--- src/rtl/ibr_pkg.sv ---
`timescale 1ns/1ps
// Shared definitions for the indirect register access bridge.
// Assumes the host subaddress field is two bits wide.
package ibr_pkg;
    typedef enum logic [1:0] {
        SEL_RPTR = 2'd0,
        SEL_WPTR = 2'd1,
        SEL_DATA = 2'd2,
        SEL_NONE = 2'd3
    } ibr_sel_e;
endpackage

--- src/rtl/ibr_word_reg.sv ---
`timescale 1ns/1ps
// Two-byte holding register. It takes byte writes (upper or lower half)
// or a full-word load, and the full-word load wins.
// Assumes the caller gates the enables with its own busy rules.
module ibr_word_reg #(
    parameter int BYTE_W = 8,
    localparam int WORD_W = 2 * BYTE_W
) (
    input  logic              clk,
    input  logic              rst_n,
    input  logic              byte_we,
    input  logic              byte_lo,
    input  logic [BYTE_W-1:0] byte_in,
    input  logic              word_ld,
    input  logic [WORD_W-1:0] word_in,
    output logic [WORD_W-1:0] q
);
    // Hold the word: reset to zero, then apply a full load or a byte write.
    always_ff @(posedge clk) begin
        if (!rst_n) begin
            q <= '0;
        end else if (word_ld) begin
            q <= word_in;
        end else if (byte_we) begin
            if (byte_lo) q[BYTE_W-1:0]      <= byte_in;
            else         q[WORD_W-1:BYTE_W] <= byte_in;
        end
    end
endmodule

--- src/rtl/ibr_seq.sv ---
`timescale 1ns/1ps
// Request sequencer toward the processor. A start captures the direction
// and the address and raises the request, which stays up until acknowledged.
// Assumes starts arrive only while idle.
module ibr_seq #(
    parameter int WORD_W = 16
) (
    input  logic              clk,
    input  logic              rst_n,
    input  logic              start_rd,
    input  logic              start_wr,
    input  logic [WORD_W-1:0] rd_addr,
    input  logic [WORD_W-1:0] wr_addr,
    input  logic              ack,
    output logic              req,
    output logic              we,
    output logic [WORD_W-1:0] addr
);
    // Raise the request on a start and drop it on acknowledge.
    always_ff @(posedge clk) begin
        if (!rst_n)                     req <= 1'b0;
        else if (req && ack)            req <= 1'b0;
        else if (start_rd || start_wr)  req <= 1'b1;
    end

    // Capture direction and address when a request starts.
    always_ff @(posedge clk) begin
        if (!rst_n) begin
            we   <= 1'b0;
            addr <= '0;
        end else if (!req && (start_rd || start_wr)) begin
            we   <= start_wr;
            addr <= start_wr ? wr_addr : rd_addr;
        end
    end
endmodule

--- src/rtl/ibr_bridge.sv ---
`timescale 1ns/1ps
// Indirect register access bridge: the top of the block.
// It decodes byte-level host accesses into pointer and data register
// updates, starts processor reads and writes, and latches read data.
// Assumes the serial slave gives one strobe per byte and honours stretch.
module ibr_bridge #(
    parameter int BYTE_W = 8,
    localparam int WORD_W = 2 * BYTE_W
) (
    input  logic              clk,
    input  logic              rst_n,
    input  logic              host_wr,
    input  logic              host_rd,
    input  logic [1:0]        host_sel,
    input  logic              host_lo,
    input  logic [BYTE_W-1:0] host_wdata,
    output logic [BYTE_W-1:0] host_rdata,
    output logic              host_stretch,
    output logic              pr_req,
    output logic              pr_we,
    output logic [WORD_W-1:0] pr_addr,
    output logic [WORD_W-1:0] pr_wdata,
    input  logic              pr_ack,
    input  logic [WORD_W-1:0] pr_rdata
);
    import ibr_pkg::*;

    localparam int NREG = 3;

    ibr_sel_e          sel;
    logic              idle;
    logic [NREG-1:0]   reg_we;
    logic [NREG-1:0]   reg_ld;
    logic [WORD_W-1:0] reg_q [NREG];
    logic [WORD_W-1:0] reg_ldval [NREG];
    logic              start_rd;
    logic              start_wr;
    logic              wptr_valid;
    logic [BYTE_W-1:0] rd_byte;

    assign sel  = ibr_sel_e'(host_sel);
    assign idle = !pr_req;

    // Byte write enables per register; every write is blocked while busy.
    always_comb begin
        reg_we = '0;
        if (host_wr && idle && sel != SEL_NONE) reg_we[host_sel] = 1'b1;
    end

    // Only the data register takes a full-word load, from a read acknowledge.
    always_comb begin
        reg_ld       = '0;
        reg_ld[SEL_DATA] = pr_req && pr_ack && !pr_we;
        reg_ldval[SEL_RPTR] = '0;
        reg_ldval[SEL_WPTR] = '0;
        reg_ldval[SEL_DATA] = pr_rdata;
    end

    for (genvar i = 0; i < NREG; i++) begin : g_reg
        ibr_word_reg #(.BYTE_W(BYTE_W)) u_reg (
            .clk     (clk),
            .rst_n   (rst_n),
            .byte_we (reg_we[i]),
            .byte_lo (host_lo),
            .byte_in (host_wdata),
            .word_ld (reg_ld[i]),
            .word_in (reg_ldval[i]),
            .q       (reg_q[i])
        );
    end

    assign start_rd = reg_we[SEL_RPTR] && host_lo;
    assign start_wr = reg_we[SEL_DATA] && host_lo && wptr_valid;

    // Track whether a write pointer was completed since the last processor write.
    always_ff @(posedge clk) begin
        if (!rst_n)                                wptr_valid <= 1'b0;
        else if (start_wr)                         wptr_valid <= 1'b0;
        else if (reg_we[SEL_WPTR] && host_lo)      wptr_valid <= 1'b1;
    end

    ibr_seq #(.WORD_W(WORD_W)) u_seq (
        .clk      (clk),
        .rst_n    (rst_n),
        .start_rd (start_rd),
        .start_wr (start_wr),
        .rd_addr  ({reg_q[SEL_RPTR][WORD_W-1:BYTE_W], host_wdata}),
        .wr_addr  (reg_q[SEL_WPTR]),
        .ack      (pr_ack),
        .req      (pr_req),
        .we       (pr_we),
        .addr     (pr_addr)
    );

    assign pr_wdata = reg_q[SEL_DATA];

    // Readback multiplexer: pick the register, then the byte half.
    always_comb begin
        rd_byte = '0;
        if (sel != SEL_NONE) begin
            rd_byte = host_lo ? reg_q[host_sel][BYTE_W-1:0]
                              : reg_q[host_sel][WORD_W-1:BYTE_W];
        end
    end

    assign host_rdata   = rd_byte;
    assign host_stretch = pr_req && (host_wr || host_rd) && sel == SEL_DATA;
endmodule

--- config.mk ---
export PLATFORM = sky130hd
export DESIGN_NAME = ibr_bridge
export DESIGN_NICKNAME = d
export VERILOG_FILES = /design/src/rtl/ibr_pkg.sv /design/src/rtl/ibr_word_reg.sv /design/src/rtl/ibr_seq.sv /design/src/rtl/ibr_bridge.sv
export SDC_FILE = /design/constraint.sdc
export NUM_CORES = 1
export LEC_CHECK = 0
export CAP_MARGIN = 20
export CELL_PAD_IN_SITES_DETAIL_PLACEMENT = 1
export CELL_PAD_IN_SITES_GLOBAL_PLACEMENT = 1
export CORE_MARGIN = 3
export CORE_UTILIZATION = 38
export CTS_BUF_LIST = sky130_fd_sc_hd__clkbuf_8 sky130_fd_sc_hd__clkbuf_16
export DETAILED_ROUTE_END_ITERATION = 10
export PLACE_DENSITY = 0.76
export SLEW_MARGIN = 20
export SYNTH_ARGS = -nofsm -noshare
export SYNTH_HDL_FRONTEND = slang
export SYNTH_SLANG_ARGS = --single-unit
--- constraint.sdc ---
create_clock -name clk -period 1.9 [get_ports clk]
set_input_delay 0.38 -clock clk [delete_from_list [all_inputs] [get_ports clk]]
set_output_delay 0.38 -clock clk [all_outputs]
set_load 0.05 [all_outputs]
==> results by group <==
Layout
  – Diodes inserted: 0
  – # nets final: between 500 and 600
  – Non-filler instance count after layout: about 670
  – Synthesis-to-finish area growth: 42.6%
  – Most frequent cells in the layout: o21ai_0 (79), buf_4 (69), dfxtp_1 (65), a21oi_1 (53), nand3_1 (40)
  – Commonest non-fill, non-tap cell in the layout: o21ai_0
  – Share of post-route cells with drive strength above 1: 27.9%
  – Final instance area: around 0.0052 mm^2

Routing
  – Wirelength, routed: 15600 um
  – DRT iter0 DRCs: ~420
  – Vias per std cell: about 6.2
  – Vias post-DR: a little over 4000
  – DRT Pass-1 Iters: 5
  – Remaining antenna violation count after routing: 0
  – Wire length per cell: around 23 um
  – Residual DRC: 0

Clock network
  – Reg clk slew, reported paths: 0.07 ns
  – Root buf cell: clkbuf_8
  – Clock Sink Count: 67
  – H-Tree Depth: 3
  – Buffer depth of the longest clock path: 2
  – # hold bufs at CTS: 0
  – Insertion delay to the later sink of the worst-skew pair: between 0.3 and 0.4 ns
  – CTS tree: done
  – TritonCTS Buffers: 9

STA
  – Fin crit period: 1.92 ns
  – Fin crit share: 101%
  – Least-Margin Pin Slew: roughly 0.52 ns
  – Final slew viol count: 0
  – Setup TNS: -0.0279 ns
  – RSZ-0062 raised after global routing: true
  – Final setup viols: 2
  – Post-route setup slack: -0.0200 ns
  – Hold_ws: between 0.4 and 0.5 ns
  – Slew Limit Headroom: roughly two thirds
  – Max Clock Skew: 0.00729 ns
  – Final hold vios: 0
  – Fmax: between 500 and 600 MHz

Worst setup path
  – CP required: between 1.5 and 2 ns
  – Crit path arrival time: 1.54 ns
  – Cells on worst reg2reg path: 3
  – R2R Setup Slk: ~0.30 ns
  – Worst path max stage delay: between 0.3 and 0.4 ns
  – Critical path endpoint category: output port
  – CP max FO: 8
  – CP max stage cell: mux2i_1
  – Crit path kind: in -> out
  – Critical path's most frequent cell: buf_12
  – Reg2reg start: u_seq.req
  – Crit path cell chain: buf_2, buf_12, mux2i_1, o221ai_1, o211a_1, buf_12
  – Reg-to-Reg End: u_seq.addr[13]
  – Crit start category: input port

Placed design
  – Dpl ws: -0.389 ns
  – Placed cell area: between 0.004 and 0.005 mm^2
  – PortBufs: between 70 and 80
  – Dpl hpwl: a little over 10000 um
  – Post-Place Cells: about 650
  – Final GP Congestion: approximately 0.88

Floorplanning
  – Ports: 75
  – Chip Height: roughly 100 um
  – Full die area: roughly 0.011 mm^2
  – FP Rows: 35
  – Horiz. Die Dim: between 100 and 150 um
  – Initial core utilization: 39.5%
  – Core box area: around 0.0093 mm^2

Yosys
  – Syn Inst Count: roughly 450
  – Post-synth net total: 477
  – Ys flop type: dfxtp_1
  – Synthesized area per cell: between 8 and 9 um^2
  – Number of distinct library cells after synthesis: 44
  – Synthesized area: approximately 0.0037 mm^2
  – Synth Register Bits: 67
  – Yosys warns: 0
  – Ys async rst share: 0%
  – Register area share after synthesis: 36.6%
  – Number of synthesized flops with an enable pin: 0

Pwr
  – PD cells: around 710 mW/mm^2
  – Worst vdd ir: ~0.34 mV
  – Static leakage: slightly below 2 nW

Min path
  – Worst Hold End: g_reg[1].u_reg.q[10]
  – Hold Path Cell Cnt: 2
  – Worst hold start: g_reg[1].u_reg.q[10]
  – HP Class: reg -> reg

Job
  – Max-cap violations: 0

Global route
  – Global-route usage over all layers: 27.1%
  – Remaining global-route overflow: 0
  – First-pass GRT wire length: 23100 um
  – Initial antenna violation count: 0
  – Vias in the first global route: about 4000
  – Largest net degree at the start of global routing: 50

Status
  – Status: complete, but fails checks
  – Violated checks: negative setup slack
## worst max-delay path, delay by kind of cell
kind | cells | cell delay [ns]
muxes | 1 | 0.33
buffers and inverters | 3 | 0.48
AOI/OAI and AO/OA | 2 | 0.33
## where the power goes
group	total, mW	internal [mW]	switching [mW]
clock network	1.43	0.816	0.611
registers	1.48	1.44	0.0390
logic	0.821	0.342	0.478
total	3.73	2.60	1.13
## logic make-up after synthesis
| group | after synthesis | synth area share (%) |
|---|---|---|
| and+or+nand+nor | 104 | 17.9 |
| buffers and inverters | 70 | 10.5 |
| muxes | 8 | 2.19 |
| DFF | 67 | 36.6 |
| AOI/OAI and AO/OA | 196 | 32.8 |
## worst max-delay path by stage
stage / from / endpoint / slack (ns) / cells after the start
2_1_floorplan: host_sel[0] / host_rdata[2] / 0.04 / 5
3_3_place_gp: host_sel[0] / host_rdata[4] / -0.36 / 6
3_5_place_dp: host_sel[0] / host_rdata[4] / -0.39 / 6
4_1_cts: host_sel[0] / host_rdata[4] / -0.02 / 6
5_1_grt: host_sel[0] / host_rdata[3] / -0.05 / 6
6_report: host_sel[0] / host_rdata[3] / -0.02 / 6
## synth_stat cells, types with 2 or more instances
cell type,instances,area share [%]
o21ai_0,87,12
buf_2,11,1.5
or3_1,4,0.68
o221ai_1,8,1.9
nor2b_1,2,0.34
o211a_1,8,2.2
clkbuf_1,26,2.7
nor2_1,10,1.0
nand4_1,8,1.4
a21oi_1,57,7.8
o21a_1,2,0.41
nor3_1,9,1.2
buf_8,2,0.82
nand4bb_1,2,0.61
or3_2,5,1.0
nand3b_1,9,1.8
buf_6,6,1.8
a311oi_1,6,1.4
a31oi_1,16,2.7
a311oi_2,10,4.1
dfxtp_1,67,37
inv_1,18,1.8
nand2b_1,3,0.51
nand3_1,40,5.5
mux2i_1,8,2.2
clkbuf_8,3,1.1
## per-layer routing
metal  part of all wire [%]  up-vias  track usage (%)
li1                       -     1843                -
met1                     41     2097             34.7
met2                     49      172             44.4
met3                    5.9       47             5.59
met4                    3.7        0             11.6
met5                      0        -                0
## registers in the layout, indices dropped and copies added (netlist names)
register    cells
u_seq.addr     16
wptr_valid      1
g.u_reg.q      48
u_seq.req       1
u_seq.we        1
## cell type report
type / instances / area (um^2)
fillers: 1104 / 4060
repair buffers: 133 / 1380
flip-flops and latches: 67 / 1350
clock buffers: 10 / 149
multi-input cells: 308 / 2040
inverters: 18 / 67.6
well taps: 129 / 161
clock inverters: 6 / 86.3
## what timing repair did
action	4_1_cts	5_1_grt
endpoints found under the setup margin	15	13
cloned	3	1
pin swaps	6	5
setup buffers	1	5
gates resized for setup	27	23
hold endpoints to repair	0	0
## metrics by stage
stage                     power, mW  utilization [%]
after global routing           3.84             56.3
after floorplan                1.91                -
after global placement         2.24             51.1
after CTS                      3.70             54.7
after detailed placement       2.26             51.1
final                          3.73             56.3
Note: power is estimated with default switching activity, not from simulation.
